===== config.mk =====
export PLATFORM = sky130hd
export DESIGN_NAME = bcd_addsub_alu
export DESIGN_NICKNAME = d
export VERILOG_FILES = /design/src/rtl/alu_pkg.sv /design/src/rtl/bin_path.sv /design/src/rtl/dec_add_path.sv /design/src/rtl/dec_sub_path.sv /design/src/rtl/bcd_addsub_alu.sv
export SDC_FILE = /design/constraint.sdc
export NUM_CORES = 1
export LEC_CHECK = 0
export BUFFER_PORTS_ARGS = -buffer_cell sky130_fd_sc_hd__buf_4
export CAP_MARGIN = 0
export CORE_MARGIN = 1
export CORE_UTILIZATION = 40
export DETAILED_ROUTE_END_ITERATION = 12
export GPL_ROUTABILITY_DRIVEN = 0
export PLACE_DENSITY = 0.66
export SYNTH_ARGS = -nofsm -noshare
export SYNTH_HDL_FRONTEND = slang
export SYNTH_SLANG_ARGS = --single-unit

===== constraint.sdc =====
create_clock -name clk -period 11.7 [get_ports clk]
set_input_delay 2.925 -clock clk [delete_from_list [all_inputs] [get_ports clk]]
set_output_delay 2.925 -clock clk [all_outputs]
set_load 0.05 [all_outputs]

===== src/rtl/alu_pkg.sv =====
// Package: alu_pkg
// Shared widths and types for the binary/BCD add-subtract unit.
// Assumes an 8-bit datapath made of two 4-bit digits.
package alu_pkg;

    localparam int DATA_W  = 8;
    localparam int DIGIT_W = 4;
    localparam int DIGITS  = DATA_W / DIGIT_W;
    // Digit intermediates: 4 data bits, a carry/borrow bit, and a sign guard bit
    localparam int EXT_W   = DIGIT_W + 2;

    typedef struct packed {
        logic n;
        logic v;
        logic z;
        logic c;
    } alu_flags_t;

    typedef struct packed {
        logic [DATA_W-1:0] value;
        alu_flags_t        flags;
    } alu_out_t;

    // True when every digit of a byte lies in 0..9
    function automatic logic is_bcd_byte(input logic [DATA_W-1:0] b);
        logic ok;
        ok = 1'b1;
        for (int d = 0; d < DIGITS; d++) begin
            if (b[d*DIGIT_W +: DIGIT_W] > 4'd9) ok = 1'b0;
        end
        return ok;
    endfunction

endpackage


===== src/rtl/bin_path.sv =====
// Module: bin_path
// Two's-complement add-with-carry or subtract-with-borrow over the full byte.
// It produces the binary result and all four binary flags. The decimal paths
// reuse its Z output (decimal add) or all of its flags (decimal subtract).
// Assumes carry_in = 1 means "no borrow" when subtracting.
module bin_path
    import alu_pkg::*;
(
    input  logic              sub_sel,
    input  logic [DATA_W-1:0] a,
    input  logic [DATA_W-1:0] b,
    input  logic              carry_in,
    output logic [DATA_W-1:0] bin_res,
    output alu_flags_t        bin_flags
);

    localparam int MSB = DATA_W - 1;

    logic [DATA_W:0] wide;

    // Form the 9-bit sum or difference; bit 8 is the carry out or the borrow
    always_comb begin
        if (sub_sel)
            wide = {1'b0, a} - {1'b0, b} - {{DATA_W{1'b0}}, ~carry_in};
        else
            wide = {1'b0, a} + {1'b0, b} + {{DATA_W{1'b0}}, carry_in};
    end

    assign bin_res = wide[DATA_W-1:0];

    // Derive the flags from the binary result
    always_comb begin
        bin_flags.n = wide[MSB];
        bin_flags.z = (wide[DATA_W-1:0] == '0);
        if (sub_sel) begin
            bin_flags.c = ~wide[DATA_W];
            bin_flags.v = (a[MSB] ^ b[MSB]) & (a[MSB] ^ wide[MSB]);
        end else begin
            bin_flags.c = wide[DATA_W];
            bin_flags.v = ~(a[MSB] ^ b[MSB]) & (a[MSB] ^ wide[MSB]);
        end
    end

endmodule


===== src/rtl/dec_add_path.sv =====
// Module: dec_add_path
// Packed-BCD addition using the NMOS digit-correction order.
// N and V come from the high digit before its correction; C comes from it
// after the correction. Z is not produced here (the binary sum supplies it).
// Assumes nothing about the input digits: non-BCD nibbles go through the same
// arithmetic.
module dec_add_path
    import alu_pkg::*;
(
    input  logic              [DATA_W-1:0] a,
    input  logic              [DATA_W-1:0] b,
    input  logic                           carry_in,
    output logic              [DATA_W-1:0] dec_res,
    output logic                           dec_n,
    output logic                           dec_v,
    output logic                           dec_c
);

    localparam int MSB = DATA_W - 1;
    localparam logic [EXT_W-1:0] NINE = EXT_W'(9);
    localparam logic [EXT_W-1:0] SIX  = EXT_W'(6);
    localparam logic [EXT_W-1:0] MAXD = EXT_W'(15);

    logic [EXT_W-1:0] lo_raw, lo_fix, hi_raw, hi_fix;
    logic             lo_carry;

    // Low digit: add, then correct by 6 when it passes 9
    always_comb begin
        lo_raw   = {2'b00, a[DIGIT_W-1:0]} + {2'b00, b[DIGIT_W-1:0]}
                 + {{(EXT_W-1){1'b0}}, carry_in};
        lo_fix   = (lo_raw > NINE) ? lo_raw + SIX : lo_raw;
        lo_carry = (lo_fix > MAXD);
    end

    // High digit: add with the low-digit carry; N and V are sampled before correction
    always_comb begin
        hi_raw = {2'b00, a[DATA_W-1:DIGIT_W]} + {2'b00, b[DATA_W-1:DIGIT_W]}
               + {{(EXT_W-1){1'b0}}, lo_carry};
        dec_n  = hi_raw[DIGIT_W-1];
        dec_v  = (hi_raw[DIGIT_W-1] ^ a[MSB]) & ~(a[MSB] ^ b[MSB]);
        hi_fix = (hi_raw > NINE) ? hi_raw + SIX : hi_raw;
        dec_c  = (hi_fix > MAXD);
    end

    assign dec_res = {hi_fix[DIGIT_W-1:0], lo_fix[DIGIT_W-1:0]};

endmodule


===== src/rtl/dec_sub_path.sv =====
// Module: dec_sub_path
// Packed-BCD subtraction of the result only. Every flag is taken from the
// binary difference elsewhere. The digit differences are held in 6-bit two's
// complement, and bit 4 of each marks a borrow. Non-BCD digits are accepted.
module dec_sub_path
    import alu_pkg::*;
(
    input  logic [DATA_W-1:0] a,
    input  logic [DATA_W-1:0] b,
    input  logic              carry_in,
    output logic [DATA_W-1:0] dec_res
);

    localparam logic [EXT_W-1:0] SIX = EXT_W'(6);
    localparam logic [EXT_W-1:0] ONE = EXT_W'(1);

    logic [EXT_W-1:0] lo_raw, lo_fix, hi_raw, hi_dec, hi_fix;

    // Low digit difference with borrow-in, corrected when it goes negative
    always_comb begin
        lo_raw = {2'b00, a[DIGIT_W-1:0]} - {2'b00, b[DIGIT_W-1:0]}
               - {{(EXT_W-1){1'b0}}, ~carry_in};
        lo_fix = lo_raw[DIGIT_W] ? lo_raw - SIX : lo_raw;
    end

    // High digit difference, with the low-digit borrow applied and then corrected
    always_comb begin
        hi_raw = {2'b00, a[DATA_W-1:DIGIT_W]} - {2'b00, b[DATA_W-1:DIGIT_W]};
        hi_dec = lo_raw[DIGIT_W] ? hi_raw - ONE : hi_raw;
        hi_fix = hi_dec[DIGIT_W] ? hi_dec - SIX : hi_dec;
    end

    assign dec_res = {hi_fix[DIGIT_W-1:0], lo_fix[DIGIT_W-1:0]};

endmodule


===== src/rtl/bcd_addsub_alu.sv =====
// Module: bcd_addsub_alu
// Top of the binary/BCD add-subtract unit. It runs the binary, decimal-add and
// decimal-subtract paths in parallel and picks the result and flag sources
// from sub_sel and dec_mode. With REGISTER_OUT=1 (the default) it captures the
// outcome on in_valid and raises out_valid one cycle later. Otherwise it is
// purely combinational, with out_valid equal to in_valid.
// Assumes a synchronous, active-low reset.
module bcd_addsub_alu
    import alu_pkg::*;
#(
    parameter bit REGISTER_OUT = 1'b1
) (
    input  logic              clk,
    input  logic              rst_n,
    input  logic              in_valid,
    input  logic              sub_sel,
    input  logic              dec_mode,
    input  logic [DATA_W-1:0] acc_in,
    input  logic [DATA_W-1:0] opnd_in,
    input  logic              carry_in,
    output logic              out_valid,
    output logic [DATA_W-1:0] result,
    output logic              flag_n,
    output logic              flag_v,
    output logic              flag_z,
    output logic              flag_c
);

    logic [DATA_W-1:0] bin_res, dadd_res, dsub_res;
    alu_flags_t        bin_flags;
    logic              dadd_n, dadd_v, dadd_c;
    alu_out_t          nxt;

    bin_path u_bin (
        .sub_sel   (sub_sel),
        .a         (acc_in),
        .b         (opnd_in),
        .carry_in  (carry_in),
        .bin_res   (bin_res),
        .bin_flags (bin_flags)
    );

    dec_add_path u_dadd (
        .a        (acc_in),
        .b        (opnd_in),
        .carry_in (carry_in),
        .dec_res  (dadd_res),
        .dec_n    (dadd_n),
        .dec_v    (dadd_v),
        .dec_c    (dadd_c)
    );

    dec_sub_path u_dsub (
        .a        (acc_in),
        .b        (opnd_in),
        .carry_in (carry_in),
        .dec_res  (dsub_res)
    );

    // Pick result and flag sources; decimal add keeps only binary Z, decimal subtract keeps all binary flags
    always_comb begin
        nxt.value = bin_res;
        nxt.flags = bin_flags;
        if (dec_mode) begin
            if (sub_sel) begin
                nxt.value = dsub_res;
            end else begin
                nxt.value   = dadd_res;
                nxt.flags.n = dadd_n;
                nxt.flags.v = dadd_v;
                nxt.flags.c = dadd_c;
            end
        end
    end

    generate
        if (REGISTER_OUT) begin : g_reg
            alu_out_t held;
            logic     vld_q;

            // Capture a request's outcome; hold it while idle
            always_ff @(posedge clk) begin
                if (!rst_n) begin
                    held  <= '0;
                    vld_q <= 1'b0;
                end else begin
                    vld_q <= in_valid;
                    if (in_valid) held <= nxt;
                end
            end

            assign out_valid = vld_q;
            assign result    = held.value;
            assign flag_n    = held.flags.n;
            assign flag_v    = held.flags.v;
            assign flag_z    = held.flags.z;
            assign flag_c    = held.flags.c;

            AST_VALID_ONE_CYCLE: assert property (@(posedge clk) disable iff (!rst_n)
                $past(rst_n) |-> (out_valid == $past(in_valid)));
            AST_IDLE_HOLDS_RESULT: assert property (@(posedge clk) disable iff (!rst_n)
                ($past(rst_n) && !$past(in_valid)) |-> ($stable(result) && $stable(flag_c) && $stable(flag_z)));
            AST_BIN_ADD_SUM: assert property (@(posedge clk) disable iff (!rst_n)
                (out_valid && !$past(sub_sel) && !$past(dec_mode)) |->
                ({flag_c, result} == ({1'b0, $past(acc_in)} + {1'b0, $past(opnd_in)}
                                      + {{DATA_W{1'b0}}, $past(carry_in)})));
            AST_ADD_ZERO_FROM_BINARY: assert property (@(posedge clk) disable iff (!rst_n)
                (out_valid && !$past(sub_sel)) |->
                (flag_z == ((DATA_W'($past(acc_in) + $past(opnd_in)
                             + {{(DATA_W-1){1'b0}}, $past(carry_in)})) == '0)));
            AST_SUB_CARRY_FROM_BINARY: assert property (@(posedge clk) disable iff (!rst_n)
                (out_valid && $past(sub_sel)) |->
                (flag_c == ({1'b0, $past(acc_in)} >= ({1'b0, $past(opnd_in)}
                                                      + {{DATA_W{1'b0}}, !$past(carry_in)}))));
            AST_BCD_DIGITS_STAY_VALID: assert property (@(posedge clk) disable iff (!rst_n)
                (out_valid && $past(dec_mode) && is_bcd_byte($past(acc_in))
                 && is_bcd_byte($past(opnd_in))) |-> is_bcd_byte(result));
        end else begin : g_comb
            assign out_valid = in_valid;
            assign result    = nxt.value;
            assign flag_n    = nxt.flags.n;
            assign flag_v    = nxt.flags.v;
            assign flag_z    = nxt.flags.z;
            assign flag_c    = nxt.flags.c;
        end
    endgenerate

endmodule


* After elaboration in Yosys (flattened, before gate mapping) *
Index checks and enable logic that the tools add are counted.

storage, ports and cells
  logic and storage cells = 49
  register bits after elaboration = 13

operators by class
  muxes and demuxes = 13
  add/subtract/negate cells = 16
  bitwise logic cells = 9
  order comparisons = 4
  reductions and logical operators = 1

operators by type and width
  kind                                                                              number
  6-bit by 4-bit greater-than comparator with 1-bit output (second input constant)  4
  6-bit by 1-bit adder with 6-bit output                                            2
  6-bit by 3-bit adder with 6-bit output (second input constant)                    2
  6-bit 2-to-1 mux                                                                  2
  4-bit by 4-bit adder with 5-bit output                                            2
  10-bit 2-to-1 mux                                                                 1
  4-bit by 4-bit subtractor with 5-bit output                                       2
  8-bit by 8-bit adder with 9-bit output                                            1
  9-bit by 1-bit adder with 9-bit output                                            1
  9-bit 2-to-1 mux                                                                  1
  8-bit by 8-bit subtractor with 9-bit output                                       1
  9-bit by 1-bit subtractor with 9-bit output                                       1
  8-bit zero test                                                                   1
  4-bit 2-to-1 mux                                                                  2
  8-bit 2-to-1 mux                                                                  1
  4-bit by 3-bit subtractor with 4-bit output (second input constant)               2
  5-bit 2-to-1 mux                                                                  1
  5-bit by 1-bit subtractor with 5-bit output                                       1
  5-bit by 1-bit subtractor with 5-bit output (second input constant)               1
  1-bit 2-to-1 mux                                                                  4
  1-bit AND                                                                         3
  1-bit inverter                                                                    3
  1-bit XOR                                                                         3
  2-bit 2-to-1 mux                                                                  1

* Depth between registers and ports, before layout *
Gate-level depths: netlist of run 1.

  depth in word-level cells = 11
  gate-level depth with buffers = 20
  gate-level depth less buffers = 19

* Modules after synthesis *
A second synthesis of run 1 with hierarchy kept.

second synthesis, totals
  cell total of the unflattened synthesis = 375
  area, all modules = 3047.9 µm²

by module, submodules not included
  module          times used  area each (µm²)  cells an instance
  bin_path        1           1024.7           139
  dec_add_path    1           711.9            94
  bcd_addsub_alu  1           703.2            68
  dec_sub_path    1           608.1            74

* Least setup slack after synthesis of run 1 *
No wires, ideal clock.

  kind = input port to flip-flop
  start point = input acc_in[1]
  end point = register g_reg.held (netlist bit result[7])
  slack = 5.122 ns
  path buffers = 1
  data required time = 11.597 ns
  cell stages on the path = 18
  data arrival time = 6.474 ns
  cell sequence = ha_1 > xor2_1 > ha_1 > xnor3_1 > ha_1 > o21ai_0 > a2111oi_0 > o21ai_0 > o311ai_0 > a21oi_1 > ha_1 > ha_1 > clkbuf_1 > or3_1 > o2bb2ai_2 > nor4_1 > o21a_1 > a2111oi_2

between the ends
  word-level cells in the longest chain between the ends = 10
  elaborated cells between the ends (all ways) = 22
  classes of those cells = add/sub: 12; order compare: 3; mux: 7

RTL lines
  element                                                                                                                    line                  text
  start: declaration                                                                                                         bcd_addsub_alu.sv:18  input logic [DATA_W-1:0] acc_in,
  4-bit by 4-bit adder with 5-bit output                                                                                     dec_add_path.sv:29    lo_raw = {2'b00, a[DIGIT_W-1:0]} + {2'b00, b[DIGIT_W-1:0]}
  6-bit by 1-bit adder with 6-bit output                                                                                     dec_add_path.sv:30    + {{(EXT_W-1){1'b0}}, carry_in};
  6-bit by 3-bit adder with 6-bit output / 6-bit by 4-bit greater-than comparator with 1-bit output (equally long branches)  dec_add_path.sv:31    lo_fix = (lo_raw > NINE) ? lo_raw + SIX : lo_raw;
  6-bit 2-to-1 mux                                                                                                           dec_add_path.sv:31
  6-bit by 4-bit greater-than comparator with 1-bit output                                                                   dec_add_path.sv:32    lo_carry = (lo_fix > MAXD);
  6-bit by 1-bit adder with 6-bit output                                                                                     dec_add_path.sv:38    + {{(EXT_W-1){1'b0}}, lo_carry};
  6-bit by 3-bit adder with 6-bit output / 6-bit by 4-bit greater-than comparator with 1-bit output (equally long branches)  dec_add_path.sv:41    hi_fix = (hi_raw > NINE) ? hi_raw + SIX : hi_raw;
  6-bit 2-to-1 mux                                                                                                           dec_add_path.sv:41
  8-bit 2-to-1 mux                                                                                                           bcd_addsub_alu.sv:65  if (sub_sel) begin
  10-bit 2-to-1 mux *                                                                                                        bcd_addsub_alu.sv:64  if (dec_mode) begin
  end signal: assignment                                                                                                     bcd_addsub_alu.sv:88  if (in_valid) held <= nxt;
  end: declaration                                                                                                           bcd_addsub_alu.sv:78  alu_out_t held;

Mark *: on every way between the ends. The rest lies on a longest branch, timed or not.
A chain may end at the register's enable or synchronous reset.

* Final worst setup path of run 1 *
Ends and elaborated chain as after synthesis.

==> impl_results.md, run 1 <==
- Worst EP required: 11.81 ns
- Die area: 7627 sq um
- Total GRT Usage: 0.1895
- Synthesized cell area: 2913 sq um
- P per Cell Area: 104.9 nW/um^2
- Status: finished clean
- Fin nets: 467
- Power share of the clock group: 0.113
- Flop2flop setup slack: 10.67 ns
- Post-synthesis mux area share: 0.04210
- Worst r2r path cells: 4
- DR vias: 2743
- Post-synth EDFFs: 0
- Clock transition at the registers of the reported paths: 0.05 ns
- Slowest stage delay, CP: 0.44 ns
- Post-CTS resize count: 0
- CTS tree: built
- Yosys top cell by area: ha_1
- Hold-fix buffers, CTS: 0
- Area of the multi-input gates: 2400 sq um
- CP Cell Sequence: buf_4, ha_1, xor2_1, ha_1, xnor3_1, ha_1, o21ai_0, a2111oi_0, o21ai_0, o311ai_0, a21oi_1, ha_1, ha_1, nor2b_1, inv_1, nor2_1, o2bb2ai_2, nor4_1, o21a_1, a2111oi_2
- Area Growth Syn to Fin: 12.03%
- Row count: 30
- Adder-Cell Fraction of Synth Area: 0.1916
- CP max FO: 8
- Psw: 0.1683 mW
- Antenna violation net count after detailed routing: 0
- Hold Vio Cnt, Final: 0
- R2r endpoint: result[1]
- Worst setup path end: result[7]
- Synth Warn #: 0
- CTS sink count: 13
- Synth top area share: 0.1503
- Final setup fails: 0
- CTS Buf Count: 3
- Hold Crit Class: flop to flop
- Main area contributors after synthesis: ha_1 15%, dfxtp_1 8.9%, xnor2_1 6.3%
- Number of global-route vias before repair: 2400
- Core Region: 6907 sq um
- Rel. slew slack: 0.5797
- Sequential Area: 260.3 sq um
- Port-buffer cells: 34
- Final WL: 7103 um
- Die Ht: 87.34 um
- Root buf cell: clkbuf_8
- Fin crit period: 6.856 ns
- Crit path capture type: flop
- Share of cells above drive strength 1: 0.1489
- Cells after Synth: 378
- Vias per cell: 5.497
- Clock latency on the worst-skew pair: 0.24 ns
- Slew Limit Fails: 0
- GR Overflow Total: 0
- DP HPWL: 5746 um
- Synth Area in Compound Gates: 0.2741
- Clock skew: 0 ns
- Hold wc startpoint: flag_z
- Part of the power in registers: 0.154
- Synth async-reset ratio: 0
- Gate power share: 0.733
- ANT cells: 0
- Sequential area share after synthesis: 0.08935
- Worst vdd ir: 0.00003550 V
- First DRT Iteration DRCs: 143
- Largest family of logic cells by synthesized area: compound AO/OA/AOI/OAI gates
- Worst Max-Slew Pin Slew: 0.6305 ns
- FF-to-FF Start: result[1]
- Dpl cell area: 3218 sq um
- Mapped Nets: 441
- RSZ-0062 raised after global routing: false
- Main synth FF type: dfxtp_1
- Max Cap Violations: 0
- Syn avg cell area: 7.706 sq um
- Avg WL per Cell: 14.23 um
- DRC Markers: 0
- CP startpoint kind: input pin
- Design area: 3263 sq um
- DRT Pass-1 Iters: 4
- Period utilization: 0.5860
- Antenna violations before repair: 0
- Setup Crit Path Kind: input pin to flop
- Switching Share: 0.4918
- Arrival time at the worst endpoint: 6.96 ns
- Fmax: 0.1459 GHz
- Yosys reg bits: 13
- Die width: 87.34 um
- Power Internal: 0.1739 mW
- Post-route setup TNS: 0 ns
- Clock tree buffer depth: 2
- Postcts setup bufs: 0
- Slowest CP cell: ha_1
- Fillcell total: 730
- H-tree level count: 1
- CP startpoint: acc_in[1]
- Post-synthesis simple-gate area fraction: 0.1800
- First-pass GRT wire length: 11680 um
- Post-synthesis xor/xnor area fraction: 0.1362
- Initial core utilization: 0.4217
- I/O pins: 35
- Cell mode on critical path: ha_1
- Largest net degree at the start of global routing: 27
- Leak: 1.425 nW
- Synth cell types: 74
state kept, by name (all words and copies together), names as in the netlist:
name       flops
flag_c         1
out_valid      1
flag_n         1
result         8
flag_v         1
flag_z         1
power by group through the flow:
stage | clock network [mW] | logic (mW) | registers [mW]
after floorplan | 0 | 0.175 | 0.0725
after global placement | 0 | 0.245 | 0.0534
after detailed placement | 0 | 0.247 | 0.0535
after CTS | 0.0391 | 0.249 | 0.0526
after global routing | 0.0414 | 0.276 | 0.0531
final | 0.0387 | 0.251 | 0.0527
kinds of logic (layout without fill, tap and decap cells):
| logic type | after synthesis | after routing |
|---|---|---|
| buffers and inverters | 60 | 85 |
| muxes | 12 | 12 |
| AOI/OAI and AO/OA | 108 | 108 |
| DFF | 13 | 13 |
| adders and majority gates | 41 | 41 |
| and+or+nand+nor | 105 | 105 |
| xor gates and xnor gates | 39 | 39 |
cell usage after synthesis, types with 7 or more instances:
| cell | instances |
|---|---|
| a21oi_1 | 23 |
| dfxtp_1 | 13 |
| ha_1 | 35 |
| inv_1 | 43 |
| mux2i_1 | 10 |
| nand2_1 | 20 |
| nand2b_1 | 7 |
| nand3_1 | 12 |
| nor2_1 | 31 |
| nor2b_1 | 7 |
| nor3_1 | 7 |
| o21ai_0 | 21 |
| xnor2_1 | 21 |
| xor2_1 | 13 |
worst min-delay path by stage:
| stage | depth (start not counted) | slack (ns) | to |
|---|---|---|---|
| 5_1_grt | 2 | 0.50 | flag_z |
| 2_1_floorplan | 2 | 0.67 | flag_z |
| 4_1_cts | 2 | 0.48 | flag_z |
| 6_report | 2 | 0.47 | flag_z |
| 3_3_place_gp | 2 | 0.46 | flag_z |
| 3_5_place_dp | 2 | 0.46 | flag_z |
stage by stage:
step           instances  utilization  total power, mW  hold slack, ns  setup WS, ns
2_1_floorplan        378            -           0.2480          0.6687         5.122
3_3_place_gp         495       0.4659           0.2984          0.4633         4.718
6_report             499       0.4725           0.3423          0.4726         4.844
3_5_place_dp         495       0.4659           0.3009          0.4647         4.655
4_1_cts              499       0.4725           0.3406          0.4753         4.878
5_1_grt              499       0.4725           0.3705          0.4974         4.503
layer usage:
layer  share of wire  track usage  vias up
li1                -            -     1404
met1            0.51       0.2844     1272
met2            0.45       0.3075       65
met3           0.033     0.002844        2
met4          0.0017      0.02683        0
met5               0            0        -
worst max-delay path: cells and delay by family:
family	cells	cell delay, ns
buffers and inverters	2	0.25
AO/OA/AOI/OAI	8	1.19
XOR/XNOR	2	0.55
adder cells (fa/ha/maj)	5	1.57
AND/OR/NAND/NOR	3	0.50
cell type report:
| cell class | instances | area share |
|---|---|---|
| Multi-Input combinational cell | 305 | 0.7354 |
| Timing Repair Buffer | 35 | 0.08052 |
| Sequential cell | 13 | 0.07975 |
| Inverter | 46 | 0.05368 |
| Tap cell | 96 | 0.03681 |
| Clock buffer | 4 | 0.01380 |
layout by cell type (no fill, tap or decap), types with 3 or more instances in the layout:
master and n:
nor4_1 3, o21a_1 5, a21oi_1 23, nand3_1 12, dfxtp_1 13, xnor2_1 21, o31ai_1 4, a2111oi_0 5
nor2_1 31, o21ai_0 21, and3_1 4, nor3_1 7, fa_1 6, a211oi_1 5, ha_1 35, clkbuf_8 3
nor2b_1 7, nand2_1 20, buf_4 35, nand2b_1 7, inv_1 43, mux2i_1 10, or3_1 3, xor2_1 13
o2111ai_1 4, a221oi_1 3, xnor2_2 3
Note: power is estimated with default switching activity, not from simulation.
==> inputs of run 2 (changes only) <==
==> constraint.sdc (replaced) <==
create_clock -name clk -period 7.1 [get_ports clk]
set_input_delay 1.775 -clock clk [delete_from_list [all_inputs] [get_ports clk]]
set_output_delay 1.775 -clock clk [all_outputs]
set_load 0.05 [all_outputs]
==> impl_results.md, run 2 (same netlist as run 1, synthesis figures left out) <==
- Clock skew: 0 ns (unchanged)
- Status: finished clean
- Leak: 1.425 nW (unchanged)
- Fmax: 0.1731 GHz
- Fin nets: 467 (unchanged)
- Antenna violation net count after detailed routing: 0 (unchanged)
- P per Cell Area: 172.9 nW/um^2 (+65%)
- Most common cell after layout, fill and taps aside: inv_1
- Die Ht: 87.34 um (unchanged)
- Most frequent cells in the layout: 43 x inv_1, 35 x ha_1, 35 x buf_4
- Row count: 30 (unchanged)
- Core Region: 6907 sq um (unchanged)
- CP startpoint kind: input pin
- I/O pins: 35 (unchanged)
- Arrival time at the worst endpoint: 5.89 ns (-1.07 ns)
- Fin cells: 499 (unchanged)
- Port-buffer cells: 34 (unchanged)
- CTS sink count: 13 (unchanged)
- H-tree level count: 1 (unchanged)
- Largest net degree at the start of global routing: 27 (unchanged)
- GR Overflow Total: 0 (unchanged)
- Final Core Density: 0.4725 (unchanged)
- Worst vdd ir: 0.00005204 V (+47%)
- ANT cells: 0 (unchanged)
- Period utilization: 0.8138
- CP Cell Sequence: buf_4, ha_1, xor2_1, ha_1, xnor3_1, ha_1, o21ai_0, a2111oi_0, o21ai_0, o311ai_0, a21oi_1, ha_1, ha_1, nor2b_1, inv_1, nor2_1, o2bb2ai_2, nor4_1, o21a_1, a2111oi_2
- Antenna violations before repair: 0 (unchanged)
- Die width: 87.34 um (unchanged)
- CTS tree: built
- Cell mode on critical path: ha_1
- Clock latency on the worst-skew pair: 0.24 ns (about the same)
- Hold Vio Cnt, Final: 0 (unchanged)
- Largest register FFs: 8 (unchanged)
- Area Growth Syn to Fin: 12.03% (unchanged)
- Hold Crit Class: flop to flop
- Root buf cell: clkbuf_8
- Initial core utilization: 0.4217 (unchanged)
- Clock transition at the registers of the reported paths: 0.05 ns (about the same)
- WP buf/inv: 2 (unchanged)
- CP max FO: 8 (unchanged)
- Number of global-route vias before repair: 2412 (+0.50%)
- Clock tree buffer depth: 2 (unchanged)
- Top delay family on crit path: adder cells
- First DRT Iteration DRCs: 142 (-0.70%)
- Post-CTS resize count: 0 (unchanged)
- Placed cells: 495 (unchanged)
- CTS Buf Count: 3 (unchanged)
- Setup Crit Path Kind: input pin to flop
- Slew Limit Fails: 0 (unchanged)
- Total GRT Usage: 0.1867 (-0.002781)
- Hold-fix buffers, CTS: 0 (unchanged)
- Rel. slew slack: 0.5912 (+0.01151)
- Worst Max-Slew Pin Slew: 0.6132 ns (-0.01727 ns)
- Post-route setup TNS: 0 ns (unchanged)
- Die area: 7627 sq um (unchanged)
- Crit path capture type: flop
- Max Cap Violations: 0 (unchanged)
- Worst EP required: 7.21 ns (-4.60 ns)
- DRT Pass-1 Iters: 5 (+1)
- Share of cells above drive strength 1: 0.1489 (unchanged)
- Fin crit period: 5.778 ns
- DP HPWL: 5694 um (-0.91%)
- DRC Markers: 0 (unchanged)
- Avg WL per Cell: 14.01 um (-1.6%)
- Postcts setup bufs: 0 (unchanged)
- Slowest CP cell: ha_1
- DR vias: 2729 (-0.51%)
- Final setup fails: 0 (unchanged)
- RSZ-0062 raised after global routing: false
- First-pass GRT wire length: 11560 um (-1.1%)
- Slowest stage delay, CP: 0.45 ns (about the same)
- Vias per cell: 5.469 (-0.51%)
- Final WL: 6991 um (-1.6%)
[run 2: path summary, 6_finish.rpt]
kind	startpoint	cells after the start	end	slack, ns
max reg2reg	result[1]	4	result[1]	6.09
min reg2reg	flag_n	1	flag_n	0.48
min	flag_n	1	flag_n	0.48
max	acc_in[1]	20	result[7]	1.32
[run 2: cell type report]
cell class,count,area [sq um]
well taps,96,120.1
inverters,46,175.2
flip-flops and latches,13,260.3
multi-input cells,305,2400
clock buffers,4,45.04
fillers,709,3643
repair buffers,35,262.8
[run 2: per-stage QoR]
stage          setup WS, ns  power, mW  hold WS, ns  area [sq um]
5_1_grt               1.050     0.6093       0.4959          3263
2_1_floorplan         1.672     0.4087       0.6687          2913
6_report              1.322     0.5640       0.4785          3263
4_1_cts               1.390     0.5610       0.4803          3263
3_3_place_gp          1.268     0.4918       0.4634          3218
3_5_place_dp          1.165     0.4961       0.4685          3218
[run 2: worst reg2reg max path: cells and delay by family (launching register included)]
family	cells	cell delay, ns
muxes	1	0.12
AOI/OAI and AO/OA	2	0.37
and+or+nand+nor	1	0.09
DFF	1	0.30
[run 2: layer usage]
metal	up-vias	global-route usage	wire length (um)
li1	1403	-	-
met1	1254	0.2782	3601
met2	68	0.3075	3115
met3	4	0.002844	248
met4	0	0.02235	25
met5	-	0	0
[run 2: report_power, final]
| part | switching (mW) | internal (mW) | total, mW |
|---|---|---|---|
| sequential | 0.00422 | 0.0823 | 0.0865 |
| combinational | 0.249 | 0.165 | 0.413 |
| clock | 0.0246 | 0.0395 | 0.0641 |
